## config.mk

```make
export PLATFORM = sky130hd
export DESIGN_NAME = edge_gpio_ctrl
export DESIGN_NICKNAME = d
export VERILOG_FILES = /design/src/rtl/edge_gpio_pkg.sv /design/src/rtl/egc_input_stage.sv /design/src/rtl/egc_flag_unit.sv /design/src/rtl/edge_gpio_ctrl.sv
export SDC_FILE = /design/constraint.sdc
export NUM_CORES = 1
export LEC_CHECK = 0
export BUFFER_PORTS_ARGS = -buffer_cell sky130_fd_sc_hd__buf_2
export CELL_PAD_IN_SITES_DETAIL_PLACEMENT = 2
export CELL_PAD_IN_SITES_GLOBAL_PLACEMENT = 2
export CORE_AREA = 4 4 153 155
export CTS_CLUSTER_SIZE = 20
export DETAILED_ROUTE_END_ITERATION = 8
export DIE_AREA = 0 0 157 159
export GPL_TIMING_DRIVEN = 0
export PLACE_DENSITY_LB_ADDON = 0.25
export SLEW_MARGIN = 20
export SYNTH_ARGS = -nofsm -noshare
export SYNTH_HDL_FRONTEND = slang
export SYNTH_SLANG_ARGS = --single-unit
```

## constraint.sdc

```tcl
create_clock -name clk -period 3 [get_ports clk]
set_clock_uncertainty 0.15 [all_clocks]
set_input_delay 0.45 -clock clk [delete_from_list [all_inputs] [get_ports clk]]
set_output_delay 0.45 -clock clk [all_outputs]
set_load 0.05 [all_outputs]
```

## src/rtl/edge_gpio_pkg.sv

```systemverilog
package edge_gpio_pkg;

    localparam int GPIO_W = 16;
    localparam int ADDR_W = 8;

    typedef logic [GPIO_W-1:0] pinvec_t;

    localparam logic [ADDR_W-1:0] OFS_LEVEL = 8'h00;
    localparam logic [ADDR_W-1:0] OFS_DRIVE = 8'h04;
    localparam logic [ADDR_W-1:0] OFS_DIR   = 8'h08;
    localparam logic [ADDR_W-1:0] OFS_EDGE  = 8'h0C;
    localparam logic [ADDR_W-1:0] OFS_MASK  = 8'h10;
    localparam logic [ADDR_W-1:0] OFS_FLAG  = 8'h14;
    localparam logic [ADDR_W-1:0] OFS_GATE  = 8'h18;

    typedef enum logic [2:0] {
        SEL_LEVEL,
        SEL_DRIVE,
        SEL_DIR,
        SEL_EDGE,
        SEL_MASK,
        SEL_FLAG,
        SEL_GATE,
        SEL_NONE
    } reg_sel_e;

    typedef struct packed {
        pinvec_t drive;
        pinvec_t dir;
        pinvec_t edge_sel;
        pinvec_t mask;
        pinvec_t gate;
    } cfg_t;

    localparam cfg_t CFG_RESET = '1;

    function automatic reg_sel_e decode_offset(input logic [ADDR_W-1:0] a);
        case (a)
            OFS_LEVEL: return SEL_LEVEL;
            OFS_DRIVE: return SEL_DRIVE;
            OFS_DIR:   return SEL_DIR;
            OFS_EDGE:  return SEL_EDGE;
            OFS_MASK:  return SEL_MASK;
            OFS_FLAG:  return SEL_FLAG;
            OFS_GATE:  return SEL_GATE;
            default:   return SEL_NONE;
        endcase
    endfunction

endpackage

```

## src/rtl/egc_input_stage.sv

```systemverilog
module egc_input_stage #(
    parameter int W = 16
) (
    input  logic         clk,
    input  logic         rst,
    input  logic [W-1:0] pin_in,
    output logic [W-1:0] level,
    output logic [W-1:0] rise,
    output logic [W-1:0] fall
);
    logic [W-1:0] meta_q;
    logic [W-1:0] level_q;
    logic [W-1:0] prev_q;

    // Two-flop synchroniser plus one history register for edge detection.
    always_ff @(posedge clk) begin
        if (rst) begin
            meta_q  <= '0;
            level_q <= '0;
            prev_q  <= '0;
        end else begin
            meta_q  <= pin_in;
            level_q <= meta_q;
            prev_q  <= level_q;
        end
    end

    assign level = level_q;
    assign rise  = level_q & ~prev_q;
    assign fall  = ~level_q & prev_q;
endmodule

```

## src/rtl/egc_flag_unit.sv

```systemverilog
module egc_flag_unit #(
    parameter int W = 16
) (
    input  logic         clk,
    input  logic         rst,
    input  logic [W-1:0] rise,
    input  logic [W-1:0] fall,
    input  logic [W-1:0] edge_sel,
    input  logic [W-1:0] dir,
    input  logic [W-1:0] mask,
    input  logic         clr_en,
    input  logic [W-1:0] clr_bits,
    output logic [W-1:0] flags,
    output logic         irq
);
    logic [W-1:0] hit;
    logic [W-1:0] flag_q;
    logic [W-1:0] flag_next;
    logic         irq_q;

    for (genvar i = 0; i < W; i++) begin : g_hit
        assign hit[i] = dir[i] & ~mask[i] & (edge_sel[i] ? rise[i] : fall[i]);
    end

    // A fresh edge outranks a clear of the same bit in the same cycle.
    always_comb begin
        flag_next = flag_q;
        if (clr_en) flag_next = flag_next & ~clr_bits;
        flag_next = flag_next | hit;
    end

    always_ff @(posedge clk) begin
        if (rst) begin
            flag_q <= '0;
            irq_q  <= 1'b0;
        end else begin
            flag_q <= flag_next;
            irq_q  <= |flag_next;
        end
    end

    assign flags = flag_q;
    assign irq   = irq_q;
endmodule

```

## src/rtl/edge_gpio_ctrl.sv

```systemverilog
module edge_gpio_ctrl
    import edge_gpio_pkg::*;
(
    input  logic              clk,
    input  logic              rst,
    input  logic              bus_valid,
    input  logic              bus_write,
    input  logic              bus_size16,
    input  logic [ADDR_W-1:0] bus_addr,
    input  logic [GPIO_W-1:0] bus_wdata,
    output logic [GPIO_W-1:0] bus_rdata,
    input  logic [GPIO_W-1:0] pin_in,
    output logic [GPIO_W-1:0] pin_out,
    output logic [GPIO_W-1:0] pin_oe,
    output logic              irq
);
    cfg_t     cfg;
    reg_sel_e sel;
    logic     acc_ok;
    logic     wr_en;
    logic     rd_en;
    pinvec_t  level;
    pinvec_t  rise;
    pinvec_t  fall;
    pinvec_t  flags;

    assign sel    = decode_offset(bus_addr);
    assign acc_ok = bus_valid & bus_size16 & (sel != SEL_NONE);
    assign wr_en  = acc_ok & bus_write;
    assign rd_en  = acc_ok & ~bus_write;

    egc_input_stage #(.W(GPIO_W)) u_in (
        .clk    (clk),
        .rst    (rst),
        .pin_in (pin_in),
        .level  (level),
        .rise   (rise),
        .fall   (fall)
    );

    egc_flag_unit #(.W(GPIO_W)) u_flag (
        .clk      (clk),
        .rst      (rst),
        .rise     (rise),
        .fall     (fall),
        .edge_sel (cfg.edge_sel),
        .dir      (cfg.dir),
        .mask     (cfg.mask),
        .clr_en   (wr_en && sel == SEL_FLAG),
        .clr_bits (bus_wdata),
        .flags    (flags),
        .irq      (irq)
    );

    always_ff @(posedge clk) begin
        if (rst) begin
            cfg <= CFG_RESET;
        end else if (wr_en) begin
            case (sel)
                SEL_DRIVE: cfg.drive    <= bus_wdata;
                SEL_DIR:   cfg.dir      <= bus_wdata;
                SEL_EDGE:  cfg.edge_sel <= bus_wdata;
                SEL_MASK:  cfg.mask     <= bus_wdata;
                SEL_GATE:  cfg.gate     <= bus_wdata;
                default:   ;
            endcase
        end
    end

    always_comb begin
        bus_rdata = '0;
        if (rd_en) begin
            case (sel)
                SEL_LEVEL: bus_rdata = level & cfg.gate;
                SEL_DRIVE: bus_rdata = cfg.drive;
                SEL_DIR:   bus_rdata = cfg.dir;
                SEL_EDGE:  bus_rdata = cfg.edge_sel;
                SEL_MASK:  bus_rdata = cfg.mask;
                SEL_FLAG:  bus_rdata = flags;
                SEL_GATE:  bus_rdata = cfg.gate;
                default:   bus_rdata = '0;
            endcase
        end
    end

    assign pin_oe  = ~cfg.dir;
    assign pin_out = cfg.drive & ~cfg.dir;
endmodule

```

==> run summary, run 1 <==
Status = finished, final reports clean
Final WS setup = 99.3 ps
# clock sinks = 145
Final nets = 890
Site Rows = 54
Vias in the first global route = 6834
Max-slew violations = 0
Max clock buf depth = 2
Die Span Y = 159 um
Clock Pin Slew Worst Setup and Hold Paths = 60 ps
Number of vias per cell = 5.42
Post-synth EDFFs = 0
Slew margin rel. = 41.1%
Crit-path max cell delay = 400 ps
Synth warn = 0
Synth area leaders = dfxtp_1, nor2b_1, nand2_1
Ports = 94
Syn Area/Cell = 8.92 um2
Placement Setup Slack = -762 ps
Final setup violation count = 0
Lkg Pwr = 3.49 nW
Most instantiated library cell after synthesis = dfxtp_1
Power density over cell area = 525 nW/um2
Global-route usage over all layers = 21.8%
GP Congestion = 0.857
Largest net degree at the start of global routing = 17
First-pass GRT wire length = 41000 um
Peak supply drop = 0.377 mV
Worst-margin pin slew = 884 ps
Synth Flop Type = dfxtp_1
Wire per inst = 24.0 um
Synth unique cells = 43
Buffers on Ports = 90
Antenna cell count = 0
Hold WC Path Type = input pin to flip-flop
Core Box Area = 21800 um2
CP Max Fanout = 10
Final Non-Filler Cells = 1138
Final Routed Wirelength = 27300 um
Most frequent cells after synthesis = dfxtp_1, nand2_1, nor2b_1
Synth Net Count = 776
Inst Count DP = 1101
Final min period = 2900 ps
Layout cell share with drive strength beyond 1 = 23.8%
FFs w/ async S/R, synth = 0%
Hold Buf Count CTS = 0
CTS buffer count = 17
Antenna Nets Post-Route = 0
RSZ-0062 raised after global routing = true
Gate Count Post-Synth = 731
GRT Residual Overflow = 0
Hold Vio Cnt, Final = 0
Critical Path AT = 2300 ps
Area leader, netlist = dfxtp_1
Initial antenna violation count = 0
Clk root buf = clkbuf_16
Yosys top cell area share = 44.5%
Fillers = 2441
DRC = 0
Worst endpoint required time = 2400 ps
Synth Register Bits = 145
Crit start category = input pin
Hold WS = 83.2 ps
CP Capture Type = primary output
Detailed placer's ending HPWL = 19500 um
DRT iter0 DRCs = 280
Initial core utilization = 29.9%
CP bufs+invs = 5
Area Overhead vs Synth = 24.3%
H-tree depth = 4
Sequential area share after synthesis = 44.5%
Kind of cell adding the most delay to the critical path = buffers and inverters
Final core occ = 37.1%
FMAX = 345 MHz
Drt pass-1 iters = 5
CTS tree = built
Worst path cell trace = buf_2, nor4_4, buf_4, and3_1, clkbuf_4, clkbuf_8, a21o_1, nand2_1, a21oi_2, buf_6
Critical Path Slowest Stage Cell = nor4_4
Kind of critical path = input pin to primary output
Die ar. = 25000 um2
Worst-Skew Late Latency = 430 ps
Fin crit share = 96.7%
Vias = 6164
Die width = 157 um
Synthesized area = 6520 um2
MaxCap Viol Count = 0
## placed cells by master, fill, tap and decap left out, types with 12 or more instances in the layout
| master | Yosys | routed |
|---|---|---|
| a21oi_2 | 0 | 13 |
| a211o_1 | 30 | 30 |
| buf_2 | 15 | 87 |
| nor3_1 | 19 | 19 |
| buf_6 | 5 | 17 |
| a22oi_1 | 16 | 16 |
| inv_1 | 21 | 21 |
| o211ai_1 | 18 | 18 |
| dfxtp_1 | 145 | 145 |
| a21oi_1 | 45 | 32 |
| mux2_2 | 16 | 16 |
| clkbuf_16 | 0 | 17 |
| a221oi_1 | 16 | 15 |
| and3b_1 | 12 | 12 |
| nand2_1 | 111 | 110 |
| a21o_1 | 17 | 17 |
| buf_4 | 3 | 12 |
| mux2i_1 | 19 | 19 |
| nor2b_1 | 83 | 82 |
| clkbuf_1 | 29 | 21 |
| nand3b_1 | 20 | 20 |
| nor2_1 | 24 | 24 |
## path summary, 6_finish.rpt
kind	slack, ps	startpoint	cells after the start	to
max	100	bus_addr[7]	10	bus_rdata[9]
min	80	pin_in[15]	2	u_in.meta_q[15]
min reg2reg	290	u_in.meta_q[0]	1	u_in.level[0]
max reg2reg	620	u_flag.flags[10]	6	u_flag.irq
## where the power goes
group          internal [mW]  switching [mW]
Combinational         0.0765           0.154
Sequential              1.95          0.0201
Clock                   1.17           0.891
Total                   3.19            1.06
## sequential cells by signal, indices dropped and copies added, names as in the netlist
name / cells
cfg: 80
u_flag.flags: 16
u_in.level: 16
u_in.meta_q: 16
u_in.prev_q: 16
u_flag.irq: 1
## layout make-up
class / count / area, um2 / area share (%)
clock inverter: 12 / 109 / 1.34
timing repair buffer: 96 / 577 / 7.12
buffer: 51 / 303 / 3.74
multi-input combinational: 513 / 3340 / 41.2
clock buffer: 20 / 447 / 5.51
tap: 280 / 350 / 4.32
inverter: 21 / 78.8 / 0.972
sequential: 145 / 2900 / 35.8
## logic make-up (layout without fill, tap and decap cells)
logic type	count (synthesis)	after routing	share of synthesized area, %
simple gates	326	326	27.9
compound gates	152	152	16.7
flops	145	145	44.5
buf+inv	73	200	5.24
mux	35	35	5.68
## per-layer routing
layer,part of all wire [%],global-route usage (%),routed length [um]
met5,0,0,0
met3,4.7,5.22,1290
met4,2.0,6.07,548
met1,44,27.4,12100
met2,49,36.9,13400
## through the flow
| stage | TNS, ps | power (mW) | cell area (um2) |
|---|---|---|---|
| 4_1_cts | -18.3 | 4.30 | 8000 |
| 3_3_place_gp | -8200 | 2.23 | 7360 |
| 5_1_grt | -29.5 | 4.41 | 8110 |
| 6_report | 0 | 4.26 | 8110 |
| 3_5_place_dp | -9020 | 2.24 | 7360 |
| 2_1_floorplan | 0 | 2.11 | 6560 |
## repair_timing
action                                  in CTS  in global routing
pin swaps                                    3                  6
setup buffers                                4                  1
endpoints found under the setup margin      16                 16
gates resized for setup                     26                 35
cloned                                       0                  1
Power figures use the tool's default switching activity.
==> run 2: changes to the inputs <==
- SYNTH_HIERARCHICAL: unset -> 1
==> run 2 against run 1 <==
Final area is 0.46% higher. Core utilization is 0.17 points higher. Synthesized cell count shrank 0.41%. Die area unchanged. Power grew 11%. Non-clock buffer count is 6 lower. Via count down 0.67%. Critical endpoint is now bus_rdata[5]. Largest power group unchanged.
==> run summary, run 2 <==
DRT iter0 DRCs = 403 (+44%)
Synth Flop Type = dfxtp_1
Final Routed Wirelength = 28700 um (+5.0%)
Power density over cell area = 583 nW/um2 (+11%)
Max reg flops = 80 (unchanged)
Final min period = 2980 ps (+78.9 ps)
Area leader, netlist = dfxtp_1
GRT Residual Overflow = 0 (unchanged)
Clock Pin Slew Worst Setup and Hold Paths = 60 ps (about the same)
Final nets = 885 (-0.56%)
Final Non-Filler Cells = 1133 (-0.44%)
Kind of critical path = input pin to primary output
Syn Area/Cell = 8.99 um2 (+0.72%)
Most frequent cells in the layout = dfxtp_1, a21oi_1, nor2b_1
Hold WC Path Type = input pin to flip-flop
Area Overhead vs Synth = 24.5%
CTS tree = built
Commonest non-fill, non-tap cell in the layout = dfxtp_1
Hold Buf Count CTS = 0 (unchanged)
Initial core utilization = 30.0% (+0.092 points)
FFs w/ async S/R, synth = 0% (unchanged)
Crit start category = input pin
FMAX = 336 MHz (-2.6%)
Post-synth EDFFs = 0 (unchanged)
Area occupied by multi-input gates = 3290 um2 (-1.3%)
Number of vias per cell = 5.40 (-0.23%)
Max clock buf depth = 2 (unchanged)
MaxCap Viol Count = 0 (unchanged)
Synth Net Count = 773 (-0.39%)
Die width = 157 um (unchanged)
Most instantiated library cell after synthesis = dfxtp_1
CP Capture Type = primary output
Detailed placer's ending HPWL = 19700 um (+1.2%)
Cell Area, Placed = 7370 um2 (+0.17%)
Synthesized area = 6540 um2 (+0.31%)
Site Rows = 54 (unchanged)
First-pass GRT wire length = 42600 um (+3.8%)
Global-route usage over all layers = 22.8% (+1.1 points)
Gate Count Post-Synth = 728 (-0.41%)
CTS buffer count = 17 (unchanged)
Largest net degree at the start of global routing = 17 (unchanged)
Synth unique cells = 39 (-9.3%)
CP Max Fanout = 10 (unchanged)
Synth warn = 6 (+6)
Peak supply drop = 0.321 mV (-15%)
Final instance area = 8140 um2 (+0.46%)
DRC = 0 (unchanged)
Clk root buf = clkbuf_16
Antenna Nets Post-Route = 0 (unchanged)
Buffers on Ports = 89 (-1.1%)
Sequential area share after synthesis = 44.4% (-0.14 points)
Core Box Area = 21800 um2 (unchanged)
Drt pass-1 iters = 5 (unchanged)
Max-slew violations = 0 (unchanged)
Final setup violation count = 0 (unchanged)
Antenna cell count = 0 (unchanged)
RSZ-0062 raised after global routing = true
Die Span Y = 159 um (unchanged)
GP Congestion = 0.902 (+5.2%)
Vias = 6123 (-0.67%)
Inst Count DP = 1099 (-0.18%)
Reg area = 2900 um2 (unchanged)
Lkg Pwr = 3.53 nW (+1.1%)
Critical Path AT = 2380 ps (+80 ps)
Worst-margin pin slew = 954 ps (+69.7 ps)
Initial antenna violation count = 0 (unchanged)
Die ar. = 25000 um2 (unchanged)
Wire per inst = 25.3 um (+5.5%)
Synth Register Bits = 145 (unchanged)
H-tree depth = 4 (unchanged)
Status = finished, final reports clean
Ports = 94 (unchanged)
Fin crit share = 99.3% (+2.6 points)
Worst endpoint required time = 2400 ps (about the same)
Vias in the first global route = 6741 (-1.4%)
Hold Vio Cnt, Final = 0 (unchanged)
Fillers = 2424 (-0.70%)
Top reg by flops = cfg
Slew margin rel. = 36.4% (-4.6 points)
Yosys top cell area share = 44.4% (-0.14 points)
Worst-Skew Late Latency = 440 ps (about the same)
# clock sinks = 145 (unchanged)
Synth area leaders = dfxtp_1, nor2b_1, a21oi_1
Layout cell share with drive strength beyond 1 = 24.3% (+0.49 points)
Most frequent cells after synthesis = dfxtp_1, a21oi_1, nor2b_1
==> run 2: cell count changes after synthesis, moves of 16 or more <==
cell and delta:
nor2b_1 +16, a211o_1 -30, nand2_1 -78, nor3_1 +48, nor2_1 +32, a221oi_1 -16, a21oi_1 +56, o211ai_1 -18
==> run 2: worst paths after layout <==
check	startpoint	to	slack, ps	cells after the start
max	bus_addr[3]	bus_rdata[5]	20	7
min	pin_in[1]	u_in/meta_q[1]	70	2
max reg2reg	u_in/level[10]	u_flag/irq	1120	6
min reg2reg	u_in/meta_q[0]	u_in/level[0]	290	1
==> run 2: report_power, final <==
group	total, mW	switching [mW]	internal (mW)	leakage (nW)
Combinational	0.310	0.202	0.108	2.02
Clock	2.47	0.889	1.58	0.328
Sequential	1.97	0.0138	1.95	1.18
Total	4.75	1.10	3.64	3.53
==> run 2: per-layer routing <==
layer | vias to the layer above | track usage (%) | routed length (um)
met5 | - | 0 | 0
met4 | 0 | 7.73 | 827
met3 | 54 | 3.72 | 1560
met2 | 238 | 38.8 | 14100
met1 | 3083 | 29.3 | 12200
li1 | 2748 | - | -
==> run 2: cell type report <==
class / count / share of cell area, %
Buffer: 47 / 3.52
Clock buffer: 19 / 5.44
Clock inverter: 13 / 2.86
Inverter: 33 / 1.52
Multi-Input combinational cell: 502 / 40.5
Sequential cell: 145 / 35.6
Tap cell: 280 / 4.30
Timing Repair Buffer: 94 / 6.27
==> run 2: worst max-delay path, cell delays in order <==
cell      delay, ps
buf_2           190
and2_1          180
clkbuf_1        190
a2111o_2        580
clkbuf_4        280
a21oi_1         200
buf_2           300
==> run 2: kinds of logic after synthesis <==
kind of cell | share of synthesized area, %
multiplexers | 9.35
buffers and inverters | 6.00
flip-flops | 44.4
AND/OR/NAND/NOR | 25.3
AO/OA/AOI/OAI | 15.0
==> run 2: stage by stage <==
step           utilization (%)  TNS (ps)  power, mW  setup slack (ps)  hold WS (ps)
2_1_floorplan                -     -53.6       2.17             -5.36           264
3_3_place_gp              33.6    -14000       2.29             -1140           267
3_5_place_dp              33.8     -8400       2.31              -606           279
4_1_cts                   37.2         0       4.77              38.4          64.5
5_1_grt                   37.3     -15.1       4.87             -15.1          74.3
6_report                  37.3         0       4.75              20.4          65.9
==> run 2: timing repair <==
item | in CTS | in global routing
buffers inserted | 2 | 1
endpoints found under the setup margin | 15 | 4
pin swaps | 1 | 2
gates resized for setup | 21 | 7
